--- config.mk ---
export PLATFORM = sky130hd
export DESIGN_NAME = pipe_hazard_ctl
export DESIGN_NICKNAME = d
export VERILOG_FILES = /design/src/rtl/hz_pkg.sv /design/src/rtl/hz_stage_track.sv /design/src/rtl/hz_fwd_pick.sv /design/src/rtl/hz_interlock.sv /design/src/rtl/pipe_hazard_ctl.sv
export SDC_FILE = /design/constraint.sdc
export NUM_CORES = 1
export LEC_CHECK = 0
export ABC_CLOCK_PERIOD_IN_PS = 5900
export BUFFER_PORTS_ARGS = -buffer_cell sky130_fd_sc_hd__buf_2
export CORE_MARGIN = 2
export CORE_UTILIZATION = 35
export CTS_BUF_LIST = sky130_fd_sc_hd__clkbuf_16
export CTS_CLUSTER_SIZE = 16
export DETAILED_ROUTE_END_ITERATION = 10
export PLACE_DENSITY = 0.6
export SETUP_SLACK_MARGIN = 0.3
export SKIP_CTS_REPAIR_TIMING = 1
export SYNTH_ARGS = -nofsm -noshare
export SYNTH_HDL_FRONTEND = slang
export SYNTH_SLANG_ARGS = --single-unit
--- constraint.sdc ---
create_clock -name clk -period 5.9 [get_ports clk]
set_input_delay 0.59 -clock clk [delete_from_list [all_inputs] [get_ports clk]]
set_output_delay 0.59 -clock clk [all_outputs]
set_load 0.01 [all_outputs]
--- src/rtl/hz_pkg.sv ---
package hz_pkg;

    // Bypass source encoding shared by all operand selects
    typedef enum logic [1:0] {
        FWD_NONE = 2'b00,
        FWD_WB   = 2'b01,
        FWD_MEM  = 2'b10
    } fwd_sel_e;

    // Interlock state: what the previous cycle did
    typedef enum logic [1:0] {
        S_RUN     = 2'b00,
        S_LU_HOLD = 2'b01,
        S_BR_HOLD = 2'b10
    } lock_state_e;

endpackage

--- src/rtl/hz_stage_track.sv ---
module hz_stage_track #(
    parameter int REG_W = 5
) (
    input  logic             clk,
    input  logic             rst_n,
    input  logic             hold,
    input  logic [REG_W-1:0] id_rs,
    input  logic [REG_W-1:0] id_rt,
    input  logic             id_use_rs,
    input  logic             id_use_rt,
    input  logic [REG_W-1:0] id_dst,
    input  logic             id_wr,
    input  logic             id_load,
    output logic [REG_W-1:0] ex_rs,
    output logic [REG_W-1:0] ex_rt,
    output logic             ex_use_rs,
    output logic             ex_use_rt,
    output logic [REG_W-1:0] ex_dst,
    output logic             ex_wr,
    output logic             ex_load,
    output logic [REG_W-1:0] mem_dst,
    output logic             mem_wr,
    output logic             mem_load,
    output logic [REG_W-1:0] wb_dst,
    output logic             wb_wr
);

    // Execute slot: takes the decode instruction, or a NOP while held
    always_ff @(posedge clk or negedge rst_n) begin
        if (!rst_n) begin
            ex_rs     <= '0;
            ex_rt     <= '0;
            ex_use_rs <= 1'b0;
            ex_use_rt <= 1'b0;
            ex_dst    <= '0;
            ex_wr     <= 1'b0;
            ex_load   <= 1'b0;
        end else if (hold) begin
            ex_rs     <= '0;
            ex_rt     <= '0;
            ex_use_rs <= 1'b0;
            ex_use_rt <= 1'b0;
            ex_dst    <= '0;
            ex_wr     <= 1'b0;
            ex_load   <= 1'b0;
        end else begin
            ex_rs     <= id_rs;
            ex_rt     <= id_rt;
            ex_use_rs <= id_use_rs;
            ex_use_rt <= id_use_rt;
            ex_dst    <= id_dst;
            ex_wr     <= id_wr;
            ex_load   <= id_load;
        end
    end

    // Memory and writeback slots advance every cycle
    always_ff @(posedge clk or negedge rst_n) begin
        if (!rst_n) begin
            mem_dst  <= '0;
            mem_wr   <= 1'b0;
            mem_load <= 1'b0;
            wb_dst   <= '0;
            wb_wr    <= 1'b0;
        end else begin
            mem_dst  <= ex_dst;
            mem_wr   <= ex_wr;
            mem_load <= ex_load;
            wb_dst   <= mem_dst;
            wb_wr    <= mem_wr;
        end
    end


    hold_inserts_nop_chk: assert property (@(posedge clk) disable iff (!rst_n)
        hold |=> (!ex_wr && !ex_load && !ex_use_rs && !ex_use_rt));

endmodule

--- src/rtl/hz_fwd_pick.sv ---
module hz_fwd_pick
    import hz_pkg::*;
#(
    parameter int REG_W = 5
) (
    input  logic [REG_W-1:0] src,
    input  logic             used,
    input  logic [REG_W-1:0] mem_dst,
    input  logic             mem_wr,
    input  logic [REG_W-1:0] wb_dst,
    input  logic             wb_wr,
    output logic [1:0]       sel
);

    logic live_src;
    logic hit_mem;
    logic hit_wb;

    assign live_src = used && (src != '0);
    assign hit_mem  = live_src && mem_wr && (mem_dst == src);
    assign hit_wb   = live_src && wb_wr && (wb_dst == src);

    // Younger producer first
    always_comb begin
        if (hit_mem)     sel = FWD_MEM;
        else if (hit_wb) sel = FWD_WB;
        else             sel = FWD_NONE;
    end

endmodule

--- src/rtl/hz_interlock.sv ---
module hz_interlock
    import hz_pkg::*;
#(
    parameter int REG_W = 5
) (
    input  logic             clk,
    input  logic             rst_n,
    input  logic [REG_W-1:0] id_rs,
    input  logic [REG_W-1:0] id_rt,
    input  logic             id_use_rs,
    input  logic             id_use_rt,
    input  logic             id_branch,
    input  logic [REG_W-1:0] ex_dst,
    input  logic             ex_wr,
    input  logic             ex_load,
    input  logic [REG_W-1:0] mem_dst,
    input  logic             mem_wr,
    input  logic             mem_load,
    output logic             stall_o,
    output logic             bubble_o
);

    lock_state_e state_q;
    lock_state_e state_d;

    logic ex_touch;
    logic mem_touch;
    logic lu_hit;
    logic br_ex_hit;
    logic br_mem_hit;

    // Does a decode source name a live destination?
    assign ex_touch  = ex_wr && (ex_dst != '0) &&
                       ((id_use_rs && id_rs == ex_dst) || (id_use_rt && id_rt == ex_dst));
    assign mem_touch = mem_wr && (mem_dst != '0) &&
                       ((id_use_rs && id_rs == mem_dst) || (id_use_rt && id_rt == mem_dst));

    assign lu_hit     = ex_touch && ex_load;
    assign br_ex_hit  = id_branch && ex_touch;
    assign br_mem_hit = id_branch && mem_touch && mem_load;

    // State register
    always_ff @(posedge clk or negedge rst_n) begin
        if (!rst_n) state_q <= S_RUN;
        else        state_q <= state_d;
    end

    // Transitions and outputs
    always_comb begin
        stall_o  = lu_hit || br_ex_hit || br_mem_hit;
        bubble_o = stall_o;
        state_d  = S_RUN;
        unique case (state_q)
            S_RUN, S_LU_HOLD, S_BR_HOLD: begin
                if (lu_hit)                       state_d = S_LU_HOLD; // T_TO_LU
                else if (br_ex_hit || br_mem_hit) state_d = S_BR_HOLD; // T_TO_BR
                else                              state_d = S_RUN;     // T_TO_RUN
            end
            default: state_d = S_RUN;
        endcase
    end


    lu_single_cycle_chk: assert property (@(posedge clk) disable iff (!rst_n)
        (state_q == S_LU_HOLD) |-> !lu_hit);


    r0_no_stall_chk: assert property (@(posedge clk) disable iff (!rst_n)
        (stall_o && !id_branch) |-> (ex_dst != '0));

endmodule

--- src/rtl/pipe_hazard_ctl.sv ---
module pipe_hazard_ctl
    import hz_pkg::*;
#(
    parameter int REG_W = 5
) (
    input  logic             clk,
    input  logic             rst_n,
    input  logic [REG_W-1:0] id_rs,
    input  logic [REG_W-1:0] id_rt,
    input  logic             id_use_rs,
    input  logic             id_use_rt,
    input  logic [REG_W-1:0] id_dst,
    input  logic             id_wr,
    input  logic             id_load,
    input  logic             id_branch,
    output logic             stall_o,
    output logic             bubble_o,
    output logic [1:0]       ex_fwd_a,
    output logic [1:0]       ex_fwd_b,
    output logic [1:0]       id_fwd_a,
    output logic [1:0]       id_fwd_b
);

    localparam int N_OPS = 4;

    logic [REG_W-1:0] ex_rs, ex_rt, ex_dst, mem_dst, wb_dst;
    logic             ex_use_rs, ex_use_rt, ex_wr, ex_load;
    logic             mem_wr, mem_load, wb_wr;

    hz_stage_track #(.REG_W(REG_W)) u_track (
        .clk       (clk),
        .rst_n     (rst_n),
        .hold      (stall_o),
        .id_rs     (id_rs),
        .id_rt     (id_rt),
        .id_use_rs (id_use_rs),
        .id_use_rt (id_use_rt),
        .id_dst    (id_dst),
        .id_wr     (id_wr),
        .id_load   (id_load),
        .ex_rs     (ex_rs),
        .ex_rt     (ex_rt),
        .ex_use_rs (ex_use_rs),
        .ex_use_rt (ex_use_rt),
        .ex_dst    (ex_dst),
        .ex_wr     (ex_wr),
        .ex_load   (ex_load),
        .mem_dst   (mem_dst),
        .mem_wr    (mem_wr),
        .mem_load  (mem_load),
        .wb_dst    (wb_dst),
        .wb_wr     (wb_wr)
    );

    hz_interlock #(.REG_W(REG_W)) u_lock (
        .clk       (clk),
        .rst_n     (rst_n),
        .id_rs     (id_rs),
        .id_rt     (id_rt),
        .id_use_rs (id_use_rs),
        .id_use_rt (id_use_rt),
        .id_branch (id_branch),
        .ex_dst    (ex_dst),
        .ex_wr     (ex_wr),
        .ex_load   (ex_load),
        .mem_dst   (mem_dst),
        .mem_wr    (mem_wr),
        .mem_load  (mem_load),
        .stall_o   (stall_o),
        .bubble_o  (bubble_o)
    );

    // Operand list: 0/1 execute ALU operands, 2/3 decode branch operands
    logic [REG_W-1:0] op_src  [N_OPS];
    logic             op_used [N_OPS];
    logic [1:0]       op_sel  [N_OPS];

    assign op_src[0]  = ex_rs;
    assign op_src[1]  = ex_rt;
    assign op_src[2]  = id_rs;
    assign op_src[3]  = id_rt;
    assign op_used[0] = ex_use_rs;
    assign op_used[1] = ex_use_rt;
    assign op_used[2] = id_use_rs && id_branch;
    assign op_used[3] = id_use_rt && id_branch;

    for (genvar g = 0; g < N_OPS; g++) begin : g_pick
        hz_fwd_pick #(.REG_W(REG_W)) u_pick (
            .src     (op_src[g]),
            .used    (op_used[g]),
            .mem_dst (mem_dst),
            .mem_wr  (mem_wr),
            .wb_dst  (wb_dst),
            .wb_wr   (wb_wr),
            .sel     (op_sel[g])
        );
    end

    assign ex_fwd_a = op_sel[0];
    assign ex_fwd_b = op_sel[1];
    assign id_fwd_a = op_sel[2];
    assign id_fwd_b = op_sel[3];


    no_load_mem_fwd_chk: assert property (@(posedge clk) disable iff (!rst_n)
        (ex_fwd_a == FWD_MEM || ex_fwd_b == FWD_MEM) |-> !mem_load);


    r0_never_fwd_chk: assert property (@(posedge clk) disable iff (!rst_n)
        ((ex_fwd_a != FWD_NONE) |-> (ex_rs != '0)) and
        ((ex_fwd_b != FWD_NONE) |-> (ex_rt != '0)));


    id_sel_needs_branch_chk: assert property (@(posedge clk) disable iff (!rst_n)
        !id_branch |-> (id_fwd_a == FWD_NONE && id_fwd_b == FWD_NONE));


    bubble_never_source_chk: assert property (@(posedge clk) disable iff (!rst_n)
        stall_o |=> ##1 (!mem_wr));

endmodule

==> Yosys cells after proc, flatten, opt, wreduce, memory -nomap -nowiden <==
Cells that the tools add are included.
{ "totals": {"in_bits": 22, "word_cells": 83, "out_inout_bits": 10, "ff_bits": 32} }
{ "classes": {"n_mux": 15, "eq_ne": 12, "reduce_logical": 44} }
{ "ops": {"columns": ["cell", "count"], "rows": [
  ["5-bit == test", 12],
  ["1-bit logical AND", 34],
  ["5-bit nonzero test", 6],
  ["5-bit two-way mux", 3],
  ["1-bit two-way mux", 8],
  ["2-bit two-way mux", 4],
  ["1-bit logical OR", 4]
]} }

==> Depth between registers and ports, before layout <==
Gate-level depths: netlist of the first run.
{ "logic_depth": {"word_depth": 8, "mapped_depth": 8, "mapped_depth_nobuf": 5} }

==> Modules after synthesis <==
A second synthesis of the first run with hierarchy kept.
{ "unflattened": {"cells_unflattened": 164, "hier_area_um2": 1836.8} }
{ "modules_own_cells": {"columns": ["module", "seq_area_each_um2", "n_inst", "cells_each", "area_per_inst_um2"], "rows": [
  ["hz_stage_track", 800.8, 1, 52, 937.1],
  ["hz_fwd_pick", 0.0, 4, 19, 152.6],
  ["hz_interlock", 0.0, 1, 34, 276.5],
  ["pipe_hazard_ctl", 0.0, 1, 2, 12.5]
]} }

==> Worst setup path after synthesis of the first run <==
OpenSTA, ideal clock, no wires.
{ "synth_timing": {"path_type": "register to output", "from": "register u_track.mem_dst[1]", "to": "output stall_o", "t_arrival_ps": 1976, "path_slack_ps": 3334, "stages_incl_launch_ff": 9, "path_buffers": 3, "required_ps": 5310, "path_cell_list": "dfrtp_1 -> buf_6 -> or4_4 -> nor2_2 -> nor4_1 -> or2_4 -> buf_6 -> or2_1 -> buf_4"} }
{ "synth_between": {"elab_chain_len": 7, "elab_cells_between_ends": 11, "classes_between": "eq/ne: 2; reduce/logical: 9"} }
{ "synth_lines": {"columns": ["element", "line_no", "source"], "rows": [
  ["from (decl)", "hz_stage_track.sv:21", "output logic [REG_W-1:0] mem_dst,"],
  ["from (signal assigned)", "hz_stage_track.sv:66", "mem_dst <= ex_dst;"],
  ["5-bit == test", "hz_interlock.sv:36", "((id_use_rs && id_rs == mem_dst) || (id_use_rt && id_rt == mem_dst));"],
  ["1-bit logical AND", "hz_interlock.sv:36", null],
  ["1-bit logical OR", "hz_interlock.sv:36", null],
  ["1-bit logical AND *", "hz_interlock.sv:35", "assign mem_touch = mem_wr && (mem_dst != '0) &&"],
  ["1-bit logical AND * (2 in a row)", "hz_interlock.sv:40", "assign br_mem_hit = id_branch && mem_touch && mem_load;"],
  ["1-bit logical OR *", "hz_interlock.sv:50", "stall_o = lu_hit || br_ex_hit || br_mem_hit;"],
  ["to (decl)", "pipe_hazard_ctl.sv:16", "output logic stall_o,"]
]} }
Mark *: on every way between the ends. The rest lies on a longest branch, timed or not.

==> Worst setup path after layout of the first run <==
Ends and elaborated chain as after synthesis.

==> results of run 1 <==
[stage by stage]
stage                     worst slack (ns)  power [mW]
after detailed placement              3.25       0.326
after global routing                  2.92       0.582
after CTS                             3.01       0.561
after floorplan                       3.33       0.303
final                                 3.02       0.555
after global placement                3.26       0.326
[where the power goes]
part           internal, mW  switching, mW
Sequential            0.233         0.0217
Combinational        0.0357         0.0313
Clock                 0.150         0.0829
Total                 0.419          0.136
[cell families (layout without fill, tap and decap cells)]
| family | Yosys count | in the layout |
|---|---|---|
| and+or+nand+nor | 60 | 60 |
| DFF | 32 | 32 |
| xor gates and xnor gates | 50 | 50 |
| AOI/OAI and AO/OA | 8 | 8 |
| buffers and inverters | 15 | 39 |
[layer usage]
metal / track usage / wire, µm / share of wire / vias up
li1: - / - / - / 619
met2: 0.232 / 1900 / 0.46 / 29
met3: 0.0414 / 156 / 0.038 / 5
met1: 0.210 / 2030 / 0.49 / 575
met4: 0.0421 / 57 / 0.014 / 0
met5: 0 / 0 / 0 / -
[cell usage in the layout (no fill, tap or decap)]
cell type	synthesis	routed
o211ai_1	2	2
a21oi_2	0	1
nor2_1	4	4
buf_4	8	1
o221ai_1	1	1
nor3_1	4	4
nor3b_2	19	19
dfrtp_1	32	32
or4_1	5	5
or2_1	1	1
clkbuf_16	0	5
clkinv_1	0	2
nor4_1	8	8
o21ai_0	2	2
a211oi_1	2	2
nand2_1	4	4
nand4_1	6	6
xor2_1	26	26
nand3_1	6	6
or2_4	1	1
or4_4	1	1
buf_2	1	31
xnor2_1	24	24
nor2_2	1	1
[worst register-to-register path, delay by kind of cell (launching register included)]
kind | cells | cell delay (ns)
DFF | 1 | 0.48
and+or+nand+nor | 5 | 1.36
[worst max-delay path by stage]
stage / depth (start not counted) / from / end / slack, ns
final: 6 / u_track.mem_dst[1]$_DFF_PN0_ / stall_o / 3.02
after global routing: 6 / u_track.mem_dst[1]$_DFF_PN0_ / stall_o / 2.92
after CTS: 6 / u_track.mem_dst[1]$_DFF_PN0_ / stall_o / 3.01
after detailed placement: 8 / id_rt[2] / stall_o / 3.25
after global placement: 8 / id_rt[2] / bubble_o / 3.26
after floorplan: 8 / u_track.mem_dst[1]$_DFF_PN0_ / stall_o / 3.33
[layout make-up]
class | instances | area, µm²
Sequential cell | 32 | 801
Clock inverter | 2 | 7.51
Tap cell | 70 | 87.6
Clock buffer | 5 | 125
Timing Repair Buffer | 32 | 163
Multi-Input combinational cell | 118 | 971
Fill cell | 494 | 3050
[flip-flops by register name (all words and copies together), names as in the netlist]
| register | flops |
|---|---|
| u_track.ex_load | 1 |
| u_track.ex_wr | 1 |
| u_track.mem_load | 1 |
| u_track.mem_dst | 5 |
| u_track.wb_dst | 5 |
| u_track.mem_wr | 1 |
| u_track.ex_dst | 5 |
| u_track.ex_rs | 5 |
| u_track.ex_use_rt | 1 |
| u_track.wb_wr | 1 |
| u_track.ex_rt | 5 |
| u_track.ex_use_rs | 1 |
==> out/metrics.cfg, run 1 <==
[outcome]
status = complete, no violations

[worst_setup_path]
reg2reg_to = u_track.ex_use_rs$_DFF_PN0_
cpPeakStageDelay_ns = 0.57
cp.required_ns = 5.31
worstPathArrival_ns = 2.29
r2r_slack_ns = 3.96
crit_family = simple AND/OR/NAND/NOR gates
crit_fanout = 20
end_kind = primary output
worstPathCellList = or4_4 -> nor2_2 -> nor4_1 -> or2_4 -> or2_1 -> buf_2
timing_worst_setup_path_type = flop to primary output
path_buf_inv = 1
cp-start-kind = flop
r2r_start = u_track.mem_dst[1]$_DFF_PN0_
critPathSlowestCell = or4_4
rr_worst_depth = 5

[logic_synthesis]
synth_most_common_cell = dfrtp_1
ys_seq_elements = 32
synth_compound_area_frac = 0.0280
synth_ff_type = dfrtp_1
synth-seq-area-share = 0.416
yosysTopAreaCell = dfrtp_1
syn_inst = 165
syn_area_um2 = 1920
synthTopCellsByArea = dfrtp_1, nor3b_2, xor2_1
synth_nets = 187
ys_top_cells_by_count = dfrtp_1, xor2_1, xnor2_1
synth_xor_xnor_area_share = 0.228
ys_types = 25
synth-simple-area-share = 0.247
syn_avg_cell_area_um2 = 11.7
synthAdderAreaFrac = 0
synth_top_family_by_area = simple AND/OR/NAND/NOR gates
async_flop_share = 1.00
ys_warn_count = 0
synthMuxAreaShare = 0
synth_edf_count = 0
synth_top_area_frac = 0.416

[timing]
rsz0062_at_grt = false
finalHoldViolations = 0
fin_tns_setup_ns = 0
timing.hold.ws_ns = 0.369
worstMarginPinSlew_ns = 0.712
fin_crit_ns = 2.88
relSlewSlack = 0.525
setup_viol = 0
period_share = 0.488
max_freq_mhz = 347
slew_violations = 0
clock_skew_ns = 0.00347

[global_routing]
grt_max_degree = 33
grt_remaining_overflow = 0
grt_first_pass_wirelength_um = 6990
grt.total_usage = 0.151
antenna_found_initial = 0
grt_pass1_vias = 1267

[floorplanning]
core.rowCount = 26
ios = 32
core_area_um2 = 5200
die_area_um2 = 6110
die_x_um = 78.2
die_h_um = 78.2
start_util = 0.370

[clock_tree]
cts_tree = built
clock_path_buffers = 2
numCtsBuffers = 5
clk_latency_ns = 0.27
clock-sinks = 32
root_buffer = clkbuf_16
cts.clk_slew.worst_paths_ns = 0.05
htree_levels = 2

[final_layout]
fin_area_um2 = 2150
final_nets = 211
diodes = 0
drive_above_1_share = 0.317
final_cell_count_no_fill = 259
final_util = 0.414
syn2layout_area_growth_pct = 12.0

[power]
p_per_area_nw_per_um2 = 258
total_leakage_power_nw = 0.902
ir_drop_mv = 0.150

[placement]
dp_hpwl_um = 2960
dp.cells = 252
finalWeightedCongestion = 0.748
portBuffers = 31
placed_area_um2 = 2020

[flow_run]
drv_cap = 0

[detailed_routing]
drtAntennaViolNets = 0
num_vias = 1228
viasPerCell = 4.74
wl_per_cell_um = 16.0
drc = 0
first_pass_iters = 4
drt_wl_total_um = 4150
drt-initial-drc-count = 58

[worst_hold_path]
hp-class = primary input to asynchronous set/reset pin

(Power assumes the default switching activity.)
==> inputs of run 2 (changes only) <==
- ABC_AREA: not set -> 1
- ABC_CLOCK_PERIOD_IN_PS: 5900 -> 2570
- PLACE_DENSITY: 0.6 -> 0.62
- clock period: 5.9 -> 2.57 ns (I/O delays scaled with it)
==> run 2 against run 1 <==
Net effect: wire length up 13%; sequential share of layout area is 0.078 points lower; first-iteration DRC count rose by 76%; register-to-register slack got worse by 3.0 ns; area after synthesis is 3.9% lower; die area is 3.7% lower; power is 140% higher; hold slack got worse by 0.34 ns; sequential power rose by 130%; combinational power increased to 2.5 times the previous value; setup slack worse by 2.5 ns; clock-buffer cell count stayed put; critical path type unchanged; critical endpoint is now bubble_o; largest power group unchanged.
==> out/metrics.cfg, run 2 <==
[logic_synthesis]
syn_area_um2 = 1850
ys_warn_count = 0
synth_ff_type = dfrtp_1
synthTopCellsByArea = dfrtp_1, nand2_1, nor2_1
synth_nets = 268
ys_top_cells_by_count = nand2_1, nor2_1, inv_1
synth_top_area_frac = 0.433
syn_inst = 246
ys_seq_elements = 32
synth-seq-area-share = 0.433
ys_types = 26
yosysTopAreaCell = dfrtp_1
async_flop_share = 1.00
syn_avg_cell_area_um2 = 7.52
synth_edf_count = 0
synth_most_common_cell = nand2_1

[power]
combPwrFrac = 0.131
p_per_area_nw_per_um2 = 603
seq_power_share = 0.444
internal_power_uw = 957
clockPowerShare = 0.425
total_power_mw = 1.31
power.switching_uw = 350
total_leakage_power_nw = 1.13
ir_drop_mv = 0.354
swShare = 0.268

[detailed_routing]
drt-initial-drc-count = 102
wl_per_cell_um = 13.5
first_pass_iters = 4
drtAntennaViolNets = 0
num_vias = 1632
drc = 0
viasPerCell = 4.73
drt_wl_total_um = 4670

[global_routing]
grt.total_usage = 0.175
antenna_found_initial = 0
grt_first_pass_wirelength_um = 8000
grt_pass1_vias = 1644
grt_remaining_overflow = 0
grt_max_degree = 33

[timing]
relSlewSlack = 0.526
period_share = 0.780
setup_viol = 0
max_freq_mhz = 499
fin_crit_ns = 2.00
rsz0062_at_grt = false
worstMarginPinSlew_ns = 0.711
slew_violations = 0
worst_slack_ns = 0.566
clock_skew_ns = 0.00441
fin_tns_setup_ns = 0
finalHoldViolations = 0

[placement]
dp_hpwl_um = 3440
dp_worst_setup_slack_ns = 0.668
placed_area_um2 = 2010
dp.cells = 336
portBuffers = 31
finalWeightedCongestion = 0.892

[floorplanning]
ios = 32
core.rowCount = 26
die_h_um = 76.7
core_area_um2 = 5110
die_area_um2 = 5880
die_x_um = 76.7
start_util = 0.362

[worst_setup_path]
crit_start = u_track.mem_dst[2]$_DFF_PN0_
crit_fanout = 11
worstPathArrival_ns = 1.75
critPathSlowestCell = dfrtp_1
cp_common_cell = nand2_1
worstPathCellList = inv_1 -> nand2_1 -> nand2_1 -> nor2_1 -> nand4_1 -> nand2_1 -> nand2_1 -> nand2_4 -> buf_2
r2r_slack_ns = 0.99
cpPeakStageDelay_ns = 0.54
reg2reg_to = u_track.ex_rt[1]$_DFF_PN0_
r2r_start = u_track.mem_dst[2]$_DFF_PN0_
cp.required_ns = 2.31
cp-start-kind = flop
timing_worst_setup_path_type = flop to primary output
end_kind = primary output
crit_end = bubble_o
rr_worst_depth = 9

[clock_tree]
clk_latency_ns = 0.28
root_buffer = clkbuf_16
cts_tree = built
htree_levels = 2
clock-sinks = 32
clock_path_buffers = 2
cts.clk_slew.worst_paths_ns = 0.05
numCtsBuffers = 5

[final_layout]
final_nets = 296
syn2layout_area_growth_pct = 17.1
layout_common_cells = nand2_1, nor2_1, inv_1
drive_above_1_share = 0.156
fin_area_um2 = 2170
layout_commonest_cell = nand2_1
diodes = 0
final_cell_count_no_fill = 345

[flow_run]
drv_cap = 0

[outcome]
status = complete, no violations

[worst_hold_path]
hp-class = primary input to asynchronous set/reset pin

[run 2: changes by cell type in the layout (fill, tap and decap cells not counted), moves of 6 or more]
cell | before | now
nand2_1 | 4 | 49
inv_1 | 0 | 37
nor2_1 | 4 | 41
nor3b_2 | 19 | 0
xnor2_1 | 24 | 9
xor2_1 | 26 | 11
nor3_1 | 4 | 11
nor4_1 | 8 | 1
a21oi_1 | 0 | 6
o21ai_0 | 2 | 8
[run 2: cell families (layout without fill, tap and decap cells)]
logic type / after synthesis / count (layout) / share of synthesized area
simple gates: 123 / 124 / 0.283
buf+inv: 49 / 77 / 0.120
flops: 32 / 32 / 0.433
compound gates: 22 / 22 / 0.0697
xor+xnor: 20 / 20 / 0.0947
[run 2: power groups by stage]
stage,Combinational [mW],Clock [mW],Sequential [mW]
final,0.171,0.555,0.580
after global routing,0.200,0.599,0.585
after CTS,0.172,0.570,0.580
after detailed placement,0.171,0,0.588
after global placement,0.171,0,0.588
after floorplan,0.123,0,0.567
[run 2: metrics by stage]
| stage | util | hold slack, ns |
|---|---|---|
| floorplan | - | -0.0386 |
| global placement | 0.394 | 0.352 |
| detailed placement | 0.394 | 0.354 |
| CTS | 0.421 | 0.0594 |
| global route | 0.424 | 0.0918 |
| finish | 0.424 | 0.0287 |
[run 2: layer usage]
metal,global-route usage,part of all wire
met5,0,0
met2,0.284,0.49
met4,0.0873,0.022
met1,0.220,0.44
met3,0.0376,0.049
[run 2: area by class of cell]
type	count	area, µm²
well taps	70	87.6
flip-flops and latches	32	803
inverters	38	143
fillers	532	2940
clock inverters	3	13.8
repair buffers	31	155
clock buffers	5	125
multi-input cells	166	838
[run 2: worst max-delay path, delay by kind of cell, from the launching register on]
family / cells / cell delay, ns
and+or+nand+nor: 7 / 0.69
DFF: 1 / 0.54
buffers and inverters: 2 / 0.23
[run 2: worst min-delay path by stage]
stage	from	end
after floorplan	rst_n	u_track.ex_dst[0]$_DFF_PN0_
after global placement	rst_n	u_track.ex_dst[2]$_DFF_PN0_
after detailed placement	rst_n	u_track.ex_dst[2]$_DFF_PN0_
after CTS	rst_n	u_track.ex_rs[2]$_DFF_PN0_
after global routing	rst_n	u_track.ex_wr$_DFF_PN0_
final	rst_n	u_track.mem_load$_DFF_PN0_
